<file path="src/rtl/revict_pkg.sv">
package revict_pkg;
   typedef enum logic {
      OP_INVAL = 1'b0,
      OP_WBINV = 1'b1
   } evict_op_e;

   typedef enum logic [1:0] {
      ST_IDLE,
      ST_QUERY,
      ST_WAIT,
      ST_CMD
   } seq_state_e;
endpackage

</file>
<file path="src/rtl/revict_trigger.sv">
module revict_trigger #(
   parameter int PERIOD_W = 16,
   parameter int BURST_W  = 8,
   parameter int PEND_W   = 8
) (
   input  logic                clk,
   input  logic                rst_n,
   input  logic                acc_i,
   input  logic [PERIOD_W-1:0] period_i,
   input  logic [BURST_W-1:0]  burst_i,
   input  logic                take_i,
   output logic                fire_o,
   output logic                pend_nz_o
);
   localparam int SUM_W = ((PEND_W > BURST_W) ? PEND_W : BURST_W) + 1;
   localparam logic [PEND_W-1:0] PEND_MAX = '1;

   if (PERIOD_W < 1 || BURST_W < 1 || PEND_W < 1) begin : g_bad_width
      $error("revict_trigger: widths must be positive");
   end

   logic [PERIOD_W-1:0] acc_cnt_q;
   logic [PEND_W-1:0]   pend_q;
   logic [SUM_W-1:0]    pend_sum;
   logic                period_on;
   logic                at_limit;

   assign period_on = (period_i != '0);
   assign at_limit  = (acc_cnt_q >= (period_i - 1'b1));
   assign fire_o    = acc_i && period_on && at_limit;
   assign pend_nz_o = (pend_q != '0);

   always_ff @(posedge clk) begin
      if (!rst_n) begin
         acc_cnt_q <= '0;
      end else if (!period_on) begin
         acc_cnt_q <= '0;
      end else if (acc_i) begin
         acc_cnt_q <= at_limit ? '0 : acc_cnt_q + 1'b1;
      end
   end

   always_comb begin
      pend_sum = SUM_W'(pend_q) + (fire_o ? SUM_W'(burst_i) : '0) - SUM_W'(take_i);
   end

   always_ff @(posedge clk) begin
      if (!rst_n) begin
         pend_q <= '0;
      end else if (pend_sum > SUM_W'(PEND_MAX)) begin
         pend_q <= PEND_MAX;
      end else begin
         pend_q <= pend_sum[PEND_W-1:0];
      end
   end

   // pending only ever falls by the single target taken that cycle
   assert_pend_step_R9: assert property (@(posedge clk) disable iff (!rst_n)
      (pend_q < $past(pend_q)) |-> (pend_q == $past(pend_q) - 1'b1));

   assert_pend_cap_R10: assert property (@(posedge clk) disable iff (!rst_n)
      (pend_q == PEND_MAX && !take_i) |=> (pend_q == PEND_MAX));

   assert_take_legal_R8: assert property (@(posedge clk) disable iff (!rst_n)
      take_i |-> pend_nz_o);
endmodule

</file>
<file path="src/rtl/revict_lfsr.sv">
module revict_lfsr #(
   parameter int          LFSR_W = 32,
   parameter logic [63:0] SEED   = 64'h1,
   parameter int          SET_W  = 10,
   parameter int          WAY_W  = 4
) (
   input  logic             clk,
   input  logic             rst_n,
   input  logic             step_i,
   output logic [SET_W-1:0] set_o,
   output logic [WAY_W-1:0] way_o
);
   localparam logic [LFSR_W-1:0] SEED_W = SEED[LFSR_W-1:0];

   if (SET_W + WAY_W > LFSR_W) begin : g_bad_fit
      $error("revict_lfsr: index bits exceed register width");
   end
   if (SEED_W == '0) begin : g_bad_seed
      $error("revict_lfsr: seed must be nonzero");
   end

   logic [LFSR_W-1:0] state_q;
   logic              fb;

   if (LFSR_W == 32) begin : g_taps32
      assign fb = state_q[31] ^ state_q[21] ^ state_q[1] ^ state_q[0];
   end else if (LFSR_W == 16) begin : g_taps16
      assign fb = state_q[15] ^ state_q[13] ^ state_q[12] ^ state_q[10];
   end else begin : g_taps_bad
      assign fb = 1'b0;
      $error("revict_lfsr: only 16 or 32 bit registers supported");
   end

   always_ff @(posedge clk) begin
      if (!rst_n) begin
         state_q <= SEED_W;
      end else if (step_i) begin
         state_q <= {state_q[LFSR_W-2:0], fb};
      end
   end

   assign set_o = state_q[SET_W-1:0];
   assign way_o = state_q[SET_W +: WAY_W];

   assert_lfsr_live_R4: assert property (@(posedge clk) disable iff (!rst_n)
      state_q != '0);

   assert_lfsr_hold_R4: assert property (@(posedge clk) disable iff (!rst_n)
      !step_i |=> $stable(state_q));
endmodule

</file>
<file path="src/rtl/revict_seq.sv">
module revict_seq
   import revict_pkg::*;
#(
   parameter int SET_W = 10,
   parameter int WAY_W = 4
) (
   input  logic             clk,
   input  logic             rst_n,
   input  logic             pend_nz_i,
   input  logic [SET_W-1:0] rnd_set_i,
   input  logic [WAY_W-1:0] rnd_way_i,
   output logic             take_o,
   output logic             probe_valid_o,
   input  logic             probe_ready_i,
   input  logic             rsp_valid_i,
   input  logic             rsp_line_valid_i,
   input  logic             rsp_line_dirty_i,
   output logic             cmd_valid_o,
   input  logic             cmd_ready_i,
   output logic [SET_W-1:0] tgt_set_o,
   output logic [WAY_W-1:0] tgt_way_o,
   output evict_op_e        cmd_op_o
);
   seq_state_e state_q;

   assign take_o        = (state_q == ST_IDLE) && pend_nz_i;
   assign probe_valid_o = (state_q == ST_QUERY);
   assign cmd_valid_o   = (state_q == ST_CMD);

   always_ff @(posedge clk) begin
      if (!rst_n) begin
         state_q   <= ST_IDLE;
         tgt_set_o <= '0;
         tgt_way_o <= '0;
         cmd_op_o  <= OP_INVAL;
      end else begin
         unique case (state_q)
            ST_IDLE: if (pend_nz_i) begin
               tgt_set_o <= rnd_set_i;
               tgt_way_o <= rnd_way_i;
               state_q   <= ST_QUERY;
            end
            ST_QUERY: if (probe_ready_i) state_q <= ST_WAIT;
            ST_WAIT: if (rsp_valid_i) begin
               if (rsp_line_valid_i) begin
                  cmd_op_o <= rsp_line_dirty_i ? OP_WBINV : OP_INVAL;
                  state_q  <= ST_CMD;
               end else begin
                  state_q  <= ST_IDLE;
               end
            end
            ST_CMD: if (cmd_ready_i) state_q <= ST_IDLE;
            default: state_q <= ST_IDLE;
         endcase
      end
   end

   assert_probe_hold_R5: assert property (@(posedge clk) disable iff (!rst_n)
      (probe_valid_o && !probe_ready_i) |=> (probe_valid_o && $stable(tgt_set_o) && $stable(tgt_way_o)));

   assert_cmd_hold_R11: assert property (@(posedge clk) disable iff (!rst_n)
      (cmd_valid_o && !cmd_ready_i) |=> (cmd_valid_o && $stable(tgt_set_o) && $stable(tgt_way_o) && $stable(cmd_op_o)));

   assert_excl_R11: assert property (@(posedge clk) disable iff (!rst_n)
      !(probe_valid_o && cmd_valid_o));

   assert_cmd_src_R8: assert property (@(posedge clk) disable iff (!rst_n)
      $rose(cmd_valid_o) |-> $past(rsp_valid_i && rsp_line_valid_i));

   assert_cmd_op_R6: assert property (@(posedge clk) disable iff (!rst_n)
      $rose(cmd_valid_o) |-> ((cmd_op_o == OP_WBINV) == $past(rsp_line_dirty_i)));
endmodule

</file>
<file path="src/rtl/rand_evict_engine.sv">
module rand_evict_engine
   import revict_pkg::*;
#(
   parameter int          SET_W    = 10,
   parameter int          WAY_W    = 4,
   parameter int          PERIOD_W = 16,
   parameter int          BURST_W  = 8,
   parameter int          PEND_W   = 8,
   parameter int          LFSR_W   = 32,
   parameter logic [63:0] SEED     = 64'h1
) (
   input  logic                clk,
   input  logic                rst_n,
   input  logic                acc_strobe_i,
   input  logic [PERIOD_W-1:0] cfg_period_i,
   input  logic [BURST_W-1:0]  cfg_burst_i,
   output logic                probe_valid_o,
   input  logic                probe_ready_i,
   output logic [SET_W-1:0]    probe_set_o,
   output logic [WAY_W-1:0]    probe_way_o,
   input  logic                rsp_valid_i,
   input  logic                rsp_line_valid_i,
   input  logic                rsp_line_dirty_i,
   output logic                cmd_valid_o,
   input  logic                cmd_ready_i,
   output logic [SET_W-1:0]    cmd_set_o,
   output logic [WAY_W-1:0]    cmd_way_o,
   output logic                cmd_writeback_o
);
   if (SET_W < 1 || WAY_W < 1) begin : g_bad_geom
      $error("rand_evict_engine: set and way widths must be positive");
   end

   logic             fire;
   logic             pend_nz;
   logic             take;
   logic [SET_W-1:0] rnd_set;
   logic [WAY_W-1:0] rnd_way;
   logic [SET_W-1:0] tgt_set;
   logic [WAY_W-1:0] tgt_way;
   evict_op_e        cmd_op;

   revict_trigger #(
      .PERIOD_W(PERIOD_W), .BURST_W(BURST_W), .PEND_W(PEND_W)
   ) u_trigger (
      .clk(clk), .rst_n(rst_n), .acc_i(acc_strobe_i),
      .period_i(cfg_period_i), .burst_i(cfg_burst_i),
      .take_i(take), .fire_o(fire), .pend_nz_o(pend_nz)
   );

   revict_lfsr #(
      .LFSR_W(LFSR_W), .SEED(SEED), .SET_W(SET_W), .WAY_W(WAY_W)
   ) u_lfsr (
      .clk(clk), .rst_n(rst_n), .step_i(take),
      .set_o(rnd_set), .way_o(rnd_way)
   );

   revict_seq #(
      .SET_W(SET_W), .WAY_W(WAY_W)
   ) u_seq (
      .clk(clk), .rst_n(rst_n), .pend_nz_i(pend_nz),
      .rnd_set_i(rnd_set), .rnd_way_i(rnd_way), .take_o(take),
      .probe_valid_o(probe_valid_o), .probe_ready_i(probe_ready_i),
      .rsp_valid_i(rsp_valid_i), .rsp_line_valid_i(rsp_line_valid_i),
      .rsp_line_dirty_i(rsp_line_dirty_i),
      .cmd_valid_o(cmd_valid_o), .cmd_ready_i(cmd_ready_i),
      .tgt_set_o(tgt_set), .tgt_way_o(tgt_way), .cmd_op_o(cmd_op)
   );

   assign probe_set_o     = tgt_set;
   assign probe_way_o     = tgt_way;
   assign cmd_set_o       = tgt_set;
   assign cmd_way_o       = tgt_way;
   assign cmd_writeback_o = (cmd_op == OP_WBINV);

   // an idle engine with period zero never gains work
   assert_quiet_R3: assert property (@(posedge clk) disable iff (!rst_n)
      (cfg_period_i == '0 && !pend_nz) |=> !pend_nz);

   assert_fire_work_R2: assert property (@(posedge clk) disable iff (!rst_n)
      (fire && cfg_burst_i != '0) |=> pend_nz);
endmodule

</file>
<file path="config.mk">
export PLATFORM = sky130hd
export DESIGN_NAME = rand_evict_engine
export DESIGN_NICKNAME = d
export VERILOG_FILES = /design/src/rtl/revict_pkg.sv /design/src/rtl/revict_trigger.sv /design/src/rtl/revict_lfsr.sv /design/src/rtl/revict_seq.sv /design/src/rtl/rand_evict_engine.sv
export SDC_FILE = /design/constraint.sdc
export NUM_CORES = 1
export LEC_CHECK = 0
export ABC_CLOCK_PERIOD_IN_PS = 6250
export BUFFER_PORTS_ARGS = -buffer_cell sky130_fd_sc_hd__clkbuf_2
export CORE_MARGIN = 8
export CORE_UTILIZATION = 55
export CTS_CLUSTER_DIAMETER = 60
export DETAILED_ROUTE_END_ITERATION = 8
export PLACE_DENSITY_LB_ADDON = 0.08
export REMOVE_ABC_BUFFERS = 1
export SLEW_MARGIN = 20
export SYNTH_ARGS = -nofsm -noshare
export SYNTH_HDL_FRONTEND = slang
export SYNTH_HIERARCHICAL = 1
export SYNTH_SLANG_ARGS = --single-unit
</file>
<file path="constraint.sdc">
create_clock -name clk -period 6.25 [get_ports clk]
set_input_delay 0.3125 -clock clk [delete_from_list [all_inputs] [get_ports clk]]
set_output_delay 0.3125 -clock clk [all_outputs]
set_load 0.005 [all_outputs]
</file>
=== Word-level counts from Yosys, hierarchy flattened ===
Index checks and enable logic that the tools add are counted.

* Register bits after elaboration: 73
* Output and inout port bits: 31
* Logic and storage cells: 43

* $add $sub $neg: 4
* $lt $le $gt $ge: 2
* Equality and inequality tests: 7
* Mux-type cells: 10
* Bitwise gates (word level): 3
* Reductions and logical operators: 10

{| class="wikitable"
|+ Operator list
! cell !! number
|-
| $add 16x1->16 const B || 1
|-
| $ge 16x16->1 || 1
|-
| $mux 16 || 1
|-
| $mux 8 || 2
|-
| $reduce_bool 16->1 || 1
|-
| $sub 16x1->16 const B || 1
|-
| $mux 2 || 5
|-
| $add 8x9->9 || 1
|-
| $gt 9x8->1 const B || 1
|-
| $sub 9x1->9 || 1
|-
| $pmux 2 s4 || 1
|-
| $reduce_bool 8->1 || 1
|-
| $ne 2x1->1 const B || 3
|-
| $eq 2x2->1 const B || 2
|-
| $reduce_and 2->1 || 2
|-
| $reduce_and 4->1 || 1
|-
| $logic_and 1x1->1 || 3
|-
| $reduce_and 3->1 || 1
|-
| $xor 1x1->1 || 3
|-
| $eq 2x1->1 const B || 1
|-
| $logic_not 2->1 || 1
|-
| $ne 2x2->1 const B || 1
|-
| $mux 1 || 1
|}

=== Logic depth before layout (Yosys ltp) ===
* Depth in word-level cells: 8
* Mapped depth: 22

=== Hierarchy ===
The synthesis kept the hierarchy.

{| class="wikitable"
|+ Modules (own cells, without submodules)
! module !! instances !! cells each !! area an instance (sq um)
|-
| revict_trigger || 1 || 246 || 2144.6
|-
| revict_lfsr || 1 || 120 || 1338.8
|-
| revict_seq || 1 || 82 || 754.5
|-
| rand_evict_engine || 1 || 14 || 105.1
|}

=== Worst setup path before layout ===
Ideal clock, no wire load.

* Path type: input port to flip-flop
* From: in cfg_period_i[2]
* To: reg u_trigger.pend_q[2]
* Arrival time: 4.545 ns
* Data required time: 6.191 ns
* Setup slack: 1.647 ns
* Stages on the path: 19
* Buffers on the path: 0
* Cells stage by stage: nor3_2 > nor3b_2 > nand2_2 > nor4_1 > xnor2_1 > ha_1 > nand4_1 > or3_1 > a21oi_2 > o211ai_1 > ha_1 > inv_1 > ha_1 > fa_1 > a21o_1 > a221oi_1 > a21oi_1 > xor2_1 > o21a_1

* Cells in the longest elaborated chain, start to end: 8
* Elaborated cells on any way between the ends: 10
* Classes of those cells: add/sub (3); order compare (2); mux (2); reduce/logical (3)

{| class="wikitable"
|+ Ends and longest elaborated chain
! item !! RTL line !! text
|-
| from (decl) || rand_evict_engine.sv:15 || <nowiki>input logic [PERIOD_W-1:0] cfg_period_i,</nowiki>
|-
| $sub 16x1->16 / $reduce_bool 16->1 (equally long branches) || revict_trigger.sv:29, revict_trigger.sv:28 ||
|-
| $ge 16x16->1 / $logic_and 1x1->1 (equally long branches) || revict_trigger.sv:29, revict_trigger.sv:30 ||
|-
| $logic_and 1x1->1 (*) || revict_trigger.sv:30 || <nowiki>assign fire_o = acc_i && period_on && at_limit;</nowiki>
|-
| $mux 8 (*) || revict_trigger.sv:44 || <nowiki>pend_sum = SUM_W'(pend_q) + (fire_o ? SUM_W'(burst_i) : '0) - SUM_W'(take_i);</nowiki>
|-
| $add 8x9->9 (*) || revict_trigger.sv:44 ||
|-
| $sub 9x1->9 (*) || revict_trigger.sv:44 ||
|-
| $gt 9x8->1 || revict_trigger.sv:50 || <nowiki>end else if (pend_sum > SUM_W'(PEND_MAX)) begin</nowiki>
|-
| $mux 8 (*) || revict_trigger.sv:50 ||
|-
| to (signal assigned) || revict_trigger.sv:53 || <nowiki>pend_q <= pend_sum[PEND_W-1:0];</nowiki>
|-
| to (decl) || revict_trigger.sv:23 || <nowiki>logic [PEND_W-1:0] pend_q;</nowiki>
|}

Mark *: on every way between the ends. The rest lies on a longest branch, timed or not.
A chain may end at the register's enable or synchronous reset.

=== Worst setup path after layout ===
* From: in cfg_period_i[0]
* To: reg u_trigger.pend_q[2]

The elaborated chain is that of the path after synthesis.

==> results_dict.tcl <==
set metrics [dict create \
    outcome "completed" \
    slew_headroom 0.579 \
    area_growth_pct 6.49 \
    grt_pass1_vias 3146 \
    drc 0 \
    finalCritPeriodShare 0.777 \
    busiest_layer "met2" \
    drive_gt1_frac 0.202 \
    io_buffers 62 \
    clk_latency_ps 340 \
    total_power_w 0.00136 \
    mostFrequentLayoutCell "dfxtp_1" \
    wl_per_cell_microns 13.1 \
    pre_cts_ws_ps 998 \
    r2r_setup_slack_ps 1870 \
    fp.coreArea_sq_mm 0.00769 \
    whs_endpoint "u_seq/cmd_op_o" \
    drt_wl_total_microns 7800 \
    timing.final.ws_setup_ps 1390 \
    cts_resized 0 \
    start_util 0.564 \
    critPathKind "primary input to register" \
    max_freq_mhz 206 \
    rsz0062_at_grt "false" \
    grtUsageMet3 0.0362 \
    cts_buffer_depth 2 \
    htree_levels 3 \
    peakVddDrop_mv 0.268 \
    setup_viol 0 \
    avgSynthCellArea_sq_um 9.40 \
    cts_setup_buffers 0 \
    cts_hold_buf 0 \
    vias_per_cell 5.19 \
    maxCapViolCount 0 \
    synthCells 461 \
    cts_buffers 9 \
    final_cell_mix "dfxtp_1, clkbuf_2, nand2_1" \
    worstPathRequired_ps 6540 \
    chipHeight_microns 105 \
    ant_nets 0 \
    grt_antenna_before_repair 0 \
    hold_path_depth 3 \
    die_x_microns 105 \
    power.density_mw_per_mm2 295 \
    hold_path_class "primary input to register" \
    grt_use_total 0.147 \
    place.gp.congestion 0.814 \
    gr-total-overflow 0 \
    crit_path_end_kind "register" \
    die-area_sq_mm 0.0110 \
    cts_tree "done" \
    yosysWarningCount 6 \
    drt_iter0_markers 130 \
    clkTransAtPathRegs_ps 80 \
    crit_arrival_ps 5140 \
    grt_max_degree 60 \
    setup_tns_ps 0 \
    grt_use_met1 0.169 \
    slew_viol_final 0 \
    fin_nets 558 \
    r2r_end "u_trigger/pend_q[2]" \
    hp-start "rsp_line_dirty_i" \
    hold_viol 0 \
    num_io_pins 63 \
    grt_pass1_wl_microns 13600 \
    cts_sinks 73 \
    start_kind "primary input" \
    leakage_nw 1.99 \
    clock_skew_ps 10.1 \
    fin_crit_ps 4860 \
    rr_worst_depth 13 \
    crit_path_max_fanout 8 \
    n_antenna_cell 0 \
    root_buffer "clkbuf_8" \
    rr_startpoint "u_trigger/pend_q[5]" \
    drt_pass1_iterations 4 \
    syn_area_sq_mm 0.00434 \
    dp_hpwl_microns 5890 \
    met2_usage 0.249 \
    rows 32 \
    dr_total_vias 3101 \
    tightest_slew_ps 632 \
]
metrics by stage:
step / std cells / area (sq um) / util / hold WS [ps]
finish: 597 / 4620 / 0.601 / 196
detailed placement: 582 / 4450 / 0.579 / 469
floorplan: 416 / 4000 / - / 399
global placement: 582 / 4450 / 0.579 / 453
CTS: 597 / 4620 / 0.601 / 180
global route: 597 / 4620 / 0.601 / 215
worst max-delay path: stages:
cell and delay (ps):
clkbuf_2 90, inv_1 80, ha_1 190, nor4b_2 320, nand2_1 150, nor3_1 230
xnor2_1 110, ha_1 320, nand4_1 120, or3_1 470, a21oi_2 380, o211ai_1 140
ha_1 290, inv_1 40, ha_1 190, fa_1 400, a21o_1 190, a221oi_1 370
a21oi_1 140, xor2_1 420, o21a_1 200
layer usage:
metal	vias up	part of all wire
met2	66	0.46
met3	13	0.044
met5	-	0
met1	1404	0.48
li1	1618	-
met4	0	0.022
flip-flops by register name, summed over array words and instances (netlist names):
signal               flops
u_lfsr/state_q          32
u_trigger/acc_cnt_q     16
u_seq/tgt_set_o         10
u_trigger/pend_q         8
u_seq/tgt_way_o          4
u_seq/state_q            2
u_seq/cmd_op_o           1
worst max path at each step:
| stage | cells after the start | start | endpoint | slack (ps) |
|---|---|---|---|---|
| after global placement | 20 | cfg_period_i[2] | u_trigger/pend_q[2] | 1140 |
| after global routing | 21 | cfg_period_i[0] | u_trigger/pend_q[3] | 1010 |
| final | 21 | cfg_period_i[0] | u_trigger/pend_q[2] | 1390 |
| after floorplan | 19 | cfg_period_i[2] | u_trigger/pend_q[2] | 1640 |
| after detailed placement | 21 | cfg_period_i[0] | u_trigger/pend_q[3] | 1000 |
| after CTS | 21 | cfg_period_i[0] | u_trigger/pend_q[3] | 1360 |
where the power goes:
part	switching [W]	internal (W)
clock network	0.000164	0.000152
logic	0.000278	0.000238
registers	0.0000276	0.000505
total	0.000470	0.000894
area by class of cell:
type                    count  area [sq um]
clock buffers              12           145
clock inverters             3          17.5
fillers                   735          3070
inverters                  27           106
multi-input cells         316          2430
flip-flops and latches     73          1460
well taps                 102           128
repair buffers             64           325
Note: power is estimated with default switching activity, not from simulation.
